**config.mk**
```make
export PLATFORM = sky130hd
export DESIGN_NAME = ivr_unit
export DESIGN_NICKNAME = d
export VERILOG_FILES = /design/src/rtl/ivr_pkg.sv /design/src/rtl/ivr_ctrl.sv /design/src/rtl/ivr_datapath.sv /design/src/rtl/ivr_unit.sv
export SDC_FILE = /design/constraint.sdc
export NUM_CORES = 1
export LEC_CHECK = 0
export BUFFER_PORTS_ARGS = -buffer_cell sky130_fd_sc_hd__buf_2
export CAP_MARGIN = 20
export CORE_MARGIN = 4
export CORE_UTILIZATION = 41
export CTS_BUF_LIST = sky130_fd_sc_hd__clkbuf_4 sky130_fd_sc_hd__clkbuf_8 sky130_fd_sc_hd__clkbuf_16
export CTS_CLUSTER_DIAMETER = 40
export CTS_CLUSTER_SIZE = 20
export DETAILED_ROUTE_END_ITERATION = 10
export PLACE_DENSITY = 0.84
export SLEW_MARGIN = 20
export SYNTH_ARGS = -nofsm -noshare
export SYNTH_HDL_FRONTEND = slang
export SYNTH_SLANG_ARGS = --single-unit
```
**constraint.sdc**
```tcl
create_clock -name clk -period 2.9 [get_ports clk]
set_input_delay 0.58 -clock clk [delete_from_list [all_inputs] [get_ports clk]]
set_output_delay 0.58 -clock clk [all_outputs]
set_load 0.01 [all_outputs]
```
**src/rtl/ivr_pkg.sv**
```systemverilog
package ivr_pkg;
  localparam int VEC_W = 64;
  localparam int IR_BIT = 5;
  localparam int DR_BIT = 4;
  localparam int HV_BIT = 60;

  localparam logic [2:0] CLS_SYSRESET = 3'd1;
  localparam logic [2:0] CLS_MCHECK   = 3'd2;
  localparam logic [2:0] CLS_HVMAINT  = 3'd3;
  localparam logic [2:0] CLS_SCV      = 3'd4;

  localparam logic [1:0] MODEL_STRICT = 2'd1;
  localparam logic [1:0] MODEL_RADIX  = 2'd2;

  localparam logic [VEC_W-1:0] OFS_MODE2    = 64'h0000_0000_0001_8000;
  localparam logic [VEC_W-1:0] OFS_MODE3    = 64'hC000_0000_0000_4000;
  localparam logic [VEC_W-1:0] SCV_CLR_MASK = 64'h0000_0000_0001_7000;
  localparam logic [VEC_W-1:0] SCV_OFS3     = 64'hC000_0000_0000_3000;

  typedef struct packed {
    logic load;
    logic reloc;
    logic scvPath;
    logic highMode;
  } ivr_ctrl_t;
endpackage

```
**src/rtl/ivr_ctrl.sv**
```systemverilog
module ivr_ctrl
  import ivr_pkg::*;
(
  input  logic       clk,
  input  logic       rst,
  input  logic       reqValid,
  input  logic [2:0] reqClass,
  input  logic       curIr,
  input  logic       curDr,
  input  logic       curHv,
  input  logic       newHv,
  input  logic [1:0] modeField,
  input  logic       radixMode,
  input  logic [1:0] modelSel,
  output ivr_ctrl_t  ctrl,
  output logic       outValid,
  output logic       reservedErr
);
  logic exempt;
  logic supported;
  logic escalation;
  logic escBlocked;
  logic modeActive;

  always_comb begin
    exempt     = (reqClass == CLS_SYSRESET) || (reqClass == CLS_MCHECK) ||
                 (reqClass == CLS_HVMAINT);
    supported  = (modelSel == MODEL_STRICT) || (modelSel == MODEL_RADIX);
    escalation = !curHv && newHv;
    escBlocked = escalation && ((modelSel == MODEL_STRICT) || !radixMode);
    modeActive = modeField[1];

    ctrl.load     = reqValid;
    ctrl.reloc    = !exempt && supported && curIr && curDr && !escBlocked && modeActive;
    ctrl.scvPath  = (reqClass == CLS_SCV);
    ctrl.highMode = modeField[0];
  end

  always_ff @(posedge clk) begin
    if (rst) begin
      outValid    <= 1'b0;
      reservedErr <= 1'b0;
    end else begin
      outValid <= reqValid;
      if (reqValid && modeField == 2'b01) begin
        reservedErr <= 1'b1;
      end
    end
  end
endmodule

```
**src/rtl/ivr_datapath.sv**
```systemverilog
module ivr_datapath
  import ivr_pkg::*;
#(
  parameter int LVL_W = 7
) (
  input  logic             clk,
  input  ivr_ctrl_t        ctrl,
  input  logic [VEC_W-1:0] newMsrIn,
  input  logic [VEC_W-1:0] baseVector,
  input  logic [LVL_W-1:0] scvLevel,
  output logic [VEC_W-1:0] outVector,
  output logic [VEC_W-1:0] outMsr
);
  localparam int STRIDE_SHIFT = 5;

  logic [VEC_W-1:0] scvVec;
  logic [VEC_W-1:0] nextVec;
  logic [VEC_W-1:0] nextMsr;
  logic [VEC_W-1:0] relocBits;

  always_comb begin
    scvVec    = baseVector + (VEC_W'(scvLevel) << STRIDE_SHIFT);
    relocBits = '0;
    relocBits[IR_BIT] = 1'b1;
    relocBits[DR_BIT] = 1'b1;

    if (ctrl.scvPath) begin
      if (ctrl.reloc && ctrl.highMode) begin
        nextVec = (scvVec & ~SCV_CLR_MASK) | SCV_OFS3;
      end else begin
        nextVec = scvVec;
      end
    end else if (ctrl.reloc) begin
      nextVec = baseVector | (ctrl.highMode ? OFS_MODE3 : OFS_MODE2);
    end else begin
      nextVec = baseVector;
    end

    nextMsr = ctrl.reloc ? (newMsrIn | relocBits) : newMsrIn;
  end

  always_ff @(posedge clk) begin
    if (ctrl.load) begin
      outVector <= nextVec;
      outMsr    <= nextMsr;
    end
  end
endmodule

```
**src/rtl/ivr_unit.sv**
```systemverilog
module ivr_unit
  import ivr_pkg::*;
#(
  parameter int LVL_W = 7
) (
  input  logic             clk,
  input  logic             rst,
  input  logic             reqValid,
  input  logic [2:0]       reqClass,
  input  logic             curIr,
  input  logic             curDr,
  input  logic             curHv,
  input  logic [63:0]      newMsrIn,
  input  logic [63:0]      baseVector,
  input  logic [LVL_W-1:0] scvLevel,
  input  logic [1:0]       modeField,
  input  logic             radixMode,
  input  logic [1:0]       modelSel,
  output logic             outValid,
  output logic [63:0]      outVector,
  output logic [63:0]      outMsr,
  output logic             reservedErr
);
  ivr_ctrl_t ctrl;

  ivr_ctrl u_ctrl (
    .clk        (clk),
    .rst        (rst),
    .reqValid   (reqValid),
    .reqClass   (reqClass),
    .curIr      (curIr),
    .curDr      (curDr),
    .curHv      (curHv),
    .newHv      (newMsrIn[HV_BIT]),
    .modeField  (modeField),
    .radixMode  (radixMode),
    .modelSel   (modelSel),
    .ctrl       (ctrl),
    .outValid   (outValid),
    .reservedErr(reservedErr)
  );

  ivr_datapath #(.LVL_W(LVL_W)) u_dp (
    .clk       (clk),
    .ctrl      (ctrl),
    .newMsrIn  (newMsrIn),
    .baseVector(baseVector),
    .scvLevel  (scvLevel),
    .outVector (outVector),
    .outMsr    (outMsr)
  );
endmodule

```
### After elaboration in Yosys (flattened, before gate mapping)

Cells that the tools add are included.

| cells by class | value |
|---|---|
| add/sub/neg operators | 1 |
| multiply operators | 0 |
| divide/modulo/power cells | 0 |
| $lt $le $gt $ge | 0 |
| eq/ne operators | 7 |
| shift operators | 0 |
| muxes and demuxes | 4 |
| bitwise logic cells | 1 |
| reduce and logical (&&, ||, !) cells | 17 |

Operators with widths:

| cell | count |
|---|---|
| 64-bit 2-to-1 mux | 4 |
| 64-bit by 12-bit adder with 64-bit output | 1 |
| 64-bit bitwise OR | 1 |
| 1-bit logical AND | 9 |
| 3-bit by 2-bit == test with 1-bit output (second input constant) | 2 |
| 2-bit by 1-bit == test with 1-bit output (second input constant) | 2 |
| 1-bit logical NOT | 4 |
| 1-bit logical OR | 4 |
| 3-bit by 1-bit == test with 1-bit output (second input constant) | 1 |
| 3-bit == test (second input constant) | 1 |
| 2-bit == test (second input constant) | 1 |

| storage, ports and cells | value |
|---|---|
| flip-flop bits (word level) | 130 |
| bits in latches | 0 |
| RAM bits | 0 |
| memory bits (read-only) | 0 |
| output and inout port bits | 130 |
| word-level logic and storage cells | 35 |
| memories | 0 |

### Logic depth before layout (Yosys ltp)

Gate-level depths: netlist (run 1).

| depth | value |
|---|---|
| depth in word-level cells | 12 |
| mapped depth | 10 |

### Cells and area by module

From an unflattened synthesis (run 1), not the netlist that was laid out.

| second synthesis, totals | value |
|---|---|
| cell total of the unflattened synthesis | 392 |
| area, all modules | 5796.8 um^2 |

Modules (own cells, without submodules):

| module | instances | cells an instance | area an instance (um^2) |
|---|---|---|---|
| ivr_datapath | 1 | 376 | 5659.2 |
| ivr_ctrl | 1 | 16 | 137.6 |

### Worst setup path before layout (run 1)

No wires, ideal clock.

| timing path | value |
|---|---|
| path type | input to register |
| from | in baseVector[5] |
| to | reg u_dp.outVector[27], data pin |
| library setup time | 0.258 ns |
| data arrival time | 2.678 ns |
| slack | -0.036 ns |
| stages on the path | 10 |
| buffers on the path | 1 |
| cells stage by stage | ha_1 > inv_1 > fa_1 > nor2b_1 > o31a_1 > nor3_1 > or4_1 > buf_2 > or3_4 > xnor2_2 |

| between the ends | value |
|---|---|
| word-level cells in the longest chain between the ends | 3 |

RTL lines:

| item | RTL line | source |
|---|---|---|
| start, declared | ivr_unit.sv:14 | `input logic [63:0] baseVector,` |
| 64-bit by 12-bit adder with 64-bit output | ivr_datapath.sv:22 | `scvVec = baseVector + (VEC_W'(scvLevel) << STRIDE_SHIFT);` |
| 64-bit 2-to-1 mux | ivr_datapath.sv:28 | `if (ctrl.reloc && ctrl.highMode) begin` |
| 64-bit 2-to-1 mux | ivr_datapath.sv:27 | `if (ctrl.scvPath) begin` |
| net u_dp.nextVec[27] | ivr_datapath.sv:17 | `logic [VEC_W-1:0] nextVec;` |
| end signal, assigned | ivr_datapath.sv:44 | `outVector <= nextVec;` |
| end, declared | ivr_datapath.sv:11 | `output logic [VEC_W-1:0] outVector,` |

The timed path passes the listed nets, and every way through them passes these cells.
A chain may end at the register's enable or synchronous reset.

### Worst setup path after layout (run 1)

| timing path | value |
|---|---|
| from | in baseVector[5] |
| to | reg u_dp.outVector[53], data pin |

Same word-level chain as after synthesis.

==> flow_metrics.py, run 1 <==
metrics = {
    "routing": {
        "wirelength_microns": 15400,
        "dr.first_iter.drc_count": 231,
        "wl_per_cell_microns": 17.3,
        "vias_per_cell": 4.90,
        "dr.pass1.iters": 4,
        "route.detailed.drc": 0,
        "drtAntennaViolNets": 0,
        "vias": 4368,
    },
    "clock_network": {
        "cts_resized": 0,
        "clk_latency_ns": 0.40,
        "h-tree-depth": 4,
        "cts_hold_buf": 0,
        "clk_path_buf_depth": 2,
        "cts_setup_buffers": 0,
        "tritoncts_num_sinks": 130,
        "cts_tree": "yes",
        "numCtsBuffers": 17,
        "clockRootBuffer": "clkbuf_16",
        "path_clk_slew_ns": 0.06,
    },
    "synthesis": {
        "ys.flop_type": "edfxtp_1",
        "async_reset_ff_share_pct": 0,
        "synth_edf_count": 128,
        "yosysSeqAreaShare_pct": 70.1,
        "yosysWarnings": 0,
        "synth_area_leaders": "edfxtp_1, xnor2_1, nand2_1",
        "yosysUniqueCellTypes": 46,
        "synthDominantCellAreaShare_pct": 69.3,
        "ys_ff_latch": 130,
        "netlist_instances": 392,
        "netlist_area_sq_mm": 0.00554,
        "postSynthAreaPerCell_sq_um": 14.1,
        "syn-num-nets": 550,
        "synth_top_area_cell": "edfxtp_1",
    },
    "placed_design": {
        "place_area_sq_mm": 0.00730,
        "portBuffers": 278,
        "dpl_worst_slack_ns": -0.174,
        "placed_cells": 859,
        "dpl.hpwl_microns": 12100,
        "gp_congestion": 0.815,
    },
    "global_route": {
        "grt_max_degree": 67,
        "track_usage_pct": 19.5,
        "grt.overflow.total": 0,
        "antenna_found_initial": 0,
        "grt_pass1_vias": 4467,
        "grt_pass1_wl_microns": 23500,
    },
    "floorplanning": {
        "die_w_microns": 124,
        "start_util_pct": 41.9,
        "num_rows": 42,
        "dieHeight_microns": 124,
        "coreArea_sq_mm": 0.0132,
        "num_io_pins": 279,
        "dieArea_sq_mm": 0.0154,
    },
    "setup_path": {
        "crit_fanout": 6,
        "arrival_ns": 2.80,
        "cp-start-kind": "primary input",
        "end_kind": "flip-flop",
        "timing_worst_setup_path_type": "in2reg",
        "critPathRequiredTime_ns": 3.04,
        "startpoint": "baseVector[5]",
        "r2r_start": "u_ctrl.reservedErr",
    },
    "sta": {
        "setup_viol": 0,
        "setup_slack_ns": 0.242,
        "relSlewSlack_pct": 63.4,
        "tightest_slew_ns": 0.547,
        "fin_crit_ns": 2.66,
        "rsz0062_at_grt": "false",
        "hold_ws_ns": 0.348,
        "finalHoldViolations": 0,
        "finalCritPeriodShare_pct": 91.7,
        "fmax_mhz": 376,
        "clock_skew_ns": 0,
        "tns_ns": 0,
        "slew_violations": 0,
    },
    "finish": {
        "post-route-cell-area_sq_mm": 0.00794,
        "layout_commonest_cell": "buf_2",
        "drive_gt1_share_pct": 47.8,
        "fillers": 1072,
        "diodes": 0,
        "final_cell_mix": "buf_2, edfxtp_1, nand2_1",
        "area_growth_syn_to_layout_pct": 43.2,
        "stdcell_count": 891,
        "fin_util_pct": 60.0,
        "layout.nets": 860,
    },
    "pwr": {
        "power_mw": 5.11,
        "peakVddDrop_mv": 0.374,
        "power.leakage_nw": 3.38,
        "p_per_area_mw_per_mm2": 644,
    },
    "job": {
        "maxCapViolCount": 0,
    },
    "min_path": {
        "worstHoldStart": "newMsrIn[26]",
        "hold_path.class": "in2reg",
    },
    "run_status": {
        "status": "finished, final reports clean",
    },
}
[flip-flops by register name, summed over array words and instances (netlist names)]
signal	cells
u_ctrl.outValid	1
u_dp.outVector	64
u_dp.outMsr	64
u_ctrl.reservedErr	1
[path summary, 6_finish.rpt]
check | to | slack [ns] | depth (start not counted)
max | u_dp.outVector[53] | 0.24 | 11
min | u_dp.outMsr[26] | 0.35 | 1
max reg2reg | u_ctrl.reservedErr | 2.30 | 2
min reg2reg | u_ctrl.reservedErr | 0.48 | 2
[routing by layer]
layer,track usage (%),routed length [microns],vias to the layer above
met5,0,0,-
met4,7.99,526,0
met3,5.57,972,32
met2,35.0,8110,180
met1,21.6,5830,2067
li1,-,-,2089
[cells in the mapped netlist, drive strengths merged (7+ instances only)]
library cell,number
a21oi,9
nand3,19
ha,8
nor2,19
xnor2,33
inv,16
nor3,18
edfxtp,128
nand4,11
o21ai,9
xor2,17
nand2,42
nor4,7
[worst max-delay path: stages]
cell	delay, ns
buf_2	0.09
ha_1	0.17
inv_1	0.06
fa_2	0.33
nor2b_1	0.18
o31a_1	0.19
nor3_1	0.06
or4_1	0.59
buf_4	0.21
nor4_2	0.23
xor2_1	0.10
[power by group]
part	internal [mW]	switching, mW	leakage [nW]
Sequential	2.23	0.0355	1.27
Combinational	0.251	0.321	1.81
Clock	1.46	0.812	0.306
Total	3.95	1.17	3.38
[logic make-up (layout without fill, tap and decap cells)]
kind of cell	after synthesis	count (layout)	share of synthesized area [%]
flops	130	130	70.1
compound gates	35	35	4.04
fa+ha+maj	9	9	2.17
xor+xnor	50	50	8.03
buf+inv	22	345	1.51
mux	1	1	0.181
simple gates	145	145	14.0
[cell type report]
cell class,count,area (sq um),share of cell area (%)
inverter,16,60.1,0.756
clock buffer,18,433,5.45
clock inverter,14,204,2.57
sequential,130,3880,48.9
tap,176,220,2.77
timing repair buffer,297,1560,19.7
multi-input combinational,240,1580,19.9
(Power assumes the default switching activity.)
==> inputs of run 2 (changes only) <==
Settings changed: ABC_AREA set to 1, CORE_UTILIZATION 41 to 44, PLACE_DENSITY 0.84 to 0.85.
Clock period 2.9 ns to 2.2 ns, I/O delays scaled along.
==> run 2 against run 1 <==
Net effect: register-to-register slack got worse by 0.65 ns; cell count is 44% higher; die area increased by 13%; global-route usage rose by 4.7 points; worst hold slack lost 0.16 ns; non-clock buffer count increased by 15; cell area up 17%; highest routed layer is now met5; worst setup slack got worse by 0.071 ns; power increased by 30%; clock-buffer cell count did not move; critical path type unchanged; synthesized area up 22%.
==> flow_metrics.py, run 2 <==
metrics = {
    "run_status": {
        "status": "finished, final reports clean",
    },
    "routing": {
        "route.detailed.drc": 0,
        "vias": 6527,
        "wl_met1_microns": 8170,
        "dr.pass1.iters": 6,
        "wirelength_microns": 21800,
        "wl_per_cell_microns": 17.0,
        "vias_per_cell": 5.10,
        "highest_layer": "met5",
        "dr_wl_met3_microns": 1980,
        "routed-wl-met2_microns": 11000,
        "drtAntennaViolNets": 0,
        "dr.first_iter.drc_count": 733,
    },
    "synthesis": {
        "yosysWarnings": 0,
        "ys.flop_type": "edfxtp_1",
        "netlist_instances": 752,
        "yosysUniqueCellTypes": 33,
        "syn-num-nets": 910,
        "postSynthAreaPerCell_sq_um": 9.02,
        "synth_top_area_cell": "edfxtp_1",
        "synth_edf_count": 128,
        "synth_area_leaders": "edfxtp_1, nand2_1, inv_1",
        "ys_ff_latch": 130,
        "netlist_top_cells_count": "nand2_1, edfxtp_1, inv_1",
        "yosysSeqAreaShare_pct": 57.2,
        "netlist_area_sq_mm": 0.00679,
        "yosysMostFrequentCell": "nand2_1",
        "async_reset_ff_share_pct": 0,
        "synthDominantCellAreaShare_pct": 56.6,
    },
    "clock_network": {
        "tritoncts_num_sinks": 130,
        "path_clk_slew_ns": 0.06,
        "cts_hold_buf": 0,
        "numCtsBuffers": 17,
        "clockRootBuffer": "clkbuf_16",
        "cts_tree": "yes",
        "cts_resized": 0,
        "h-tree-depth": 4,
        "cts_setup_buffers": 0,
        "clk_latency_ns": 0.41,
        "clk_path_buf_depth": 2,
    },
    "floorplanning": {
        "dieHeight_microns": 132,
        "die_w_microns": 132,
        "dieArea_sq_mm": 0.0175,
        "coreArea_sq_mm": 0.0151,
        "num_rows": 45,
        "start_util_pct": 44.8,
        "num_io_pins": 279,
    },
    "setup_path": {
        "startpoint": "baseVector[5]",
        "critPathRequiredTime_ns": 2.36,
        "r2r_cells": 2,
        "end_kind": "flip-flop",
        "timing.rr.end": "u_ctrl.reservedErr",
        "crit_fanout": 9,
        "timing_worst_setup_path_type": "in2reg",
        "arrival_ns": 2.19,
        "r2r_setup_slack_ns": 1.65,
        "cp-start-kind": "primary input",
        "r2r_start": "u_ctrl.reservedErr",
        "crit_end": "u_dp.outVector[23]",
    },
    "placed_design": {
        "portBuffers": 278,
        "dpl.hpwl_microns": 17700,
        "gp_congestion": 0.971,
        "dpl_worst_slack_ns": -0.206,
        "place_area_sq_mm": 0.00869,
        "placed_cells": 1247,
    },
    "finish": {
        "layout.nets": 1236,
        "post-route-cell-area_sq_mm": 0.00927,
        "layout_commonest_cell": "buf_2",
        "stdcell_count": 1280,
        "fillers": 1255,
        "area_growth_syn_to_layout_pct": 36.6,
        "final_cell_mix": "buf_2, nand2_1, edfxtp_1",
        "top_regs": "u_dp.outMsr: 64 flops, u_dp.outVector: 64 flops",
        "drive_gt1_share_pct": 34.0,
    },
    "sta": {
        "clock_skew_ns": 0,
        "finalHoldViolations": 0,
        "tns_ns": 0,
        "setup_viol": 0,
        "fin_crit_ns": 2.03,
        "finalCritPeriodShare_pct": 92.3,
        "tightest_slew_ns": 0.423,
        "relSlewSlack_pct": 71.6,
        "rsz0062_at_grt": "false",
        "hold_ws_ns": 0.191,
        "fmax_mhz": 493,
        "setup_slack_ns": 0.170,
        "slew_violations": 0,
    },
    "global_route": {
        "grt_pass1_wl_microns": 32700,
        "grt_pass1_vias": 6184,
        "antenna_found_initial": 4,
        "track_usage_pct": 24.2,
        "grt_max_degree": 36,
        "grt.overflow.total": 0,
    },
    "min_path": {
        "hold_path.class": "in2reg",
    },
    "pwr": {
        "peakVddDrop_mv": 0.563,
        "power.leakage_nw": 4.37,
        "p_per_area_mw_per_mm2": 720,
    },
    "job": {
        "maxCapViolCount": 0,
    },
}
-- run 2: logic make-up after synthesis --
group           Yosys count  share of synthesized area (%)
simple gates            453                           29.7
xor+xnor                 23                           2.97
compound gates           32                           2.49
buf+inv                 105                           5.84
fa+ha+maj                 9                           1.77
flops                   130                           57.2
-- run 2: worst min-delay path by stage --
stage | startpoint | endpoint | slack (ns) | depth (start not counted)
after floorplan | u_ctrl.reservedErr | u_ctrl.reservedErr | 0.47 | 2
after global placement | u_ctrl.reservedErr | u_ctrl.reservedErr | 0.43 | 2
after detailed placement | u_ctrl.reservedErr | u_ctrl.reservedErr | 0.45 | 2
after CTS | baseVector[0] | u_dp.outVector[0] | 0.18 | 1
after global routing | newMsrIn[50] | u_dp.outMsr[50] | 0.18 | 1
final | newMsrIn[11] | u_dp.outMsr[11] | 0.19 | 1
-- run 2: metrics by stage --
stage          util (%)  power, mW
5_1_grt            61.2       6.92
4_1_cts            61.2       6.71
3_3_place_gp       57.4       3.95
6_report           61.2       6.67
3_5_place_dp       57.4       3.98
2_1_floorplan         -       3.41
-- run 2: layout make-up --
type	count	area (sq um)	area share (%)
inverters	100	375	4.05
repair buffers	312	1690	18.2
clock inverters	14	145	1.57
diodes	1	2.50	0.0270
multi-input cells	517	2510	27.0
flip-flops and latches	130	3880	41.9
well taps	188	235	2.54
clock buffers	18	433	4.67
-- run 2: power by group --
group	switching, mW	internal (mW)
Combinational	0.556	0.372
Clock	1.14	1.60
Sequential	0.0485	2.95
Total	1.75	4.92
-- run 2: layer usage --
metal,vias up,GRT usage (%)
li1,3150,-
met1,2961,28.5
met2,363,42.8
met3,47,5.80
met4,6,9.06
met5,-,0
-- run 2: critical path: stages --
cell and delay (ns):
buf_2 0.09, ha_1 0.17, inv_1 0.06, fa_1 0.40, o21ai_2 0.24, nand2_1 0.10, nand2_2 0.12, nand2_2 0.07
nand2_4 0.14, nand2_1 0.12, o21ai_0 0.18, nand2_1 0.07
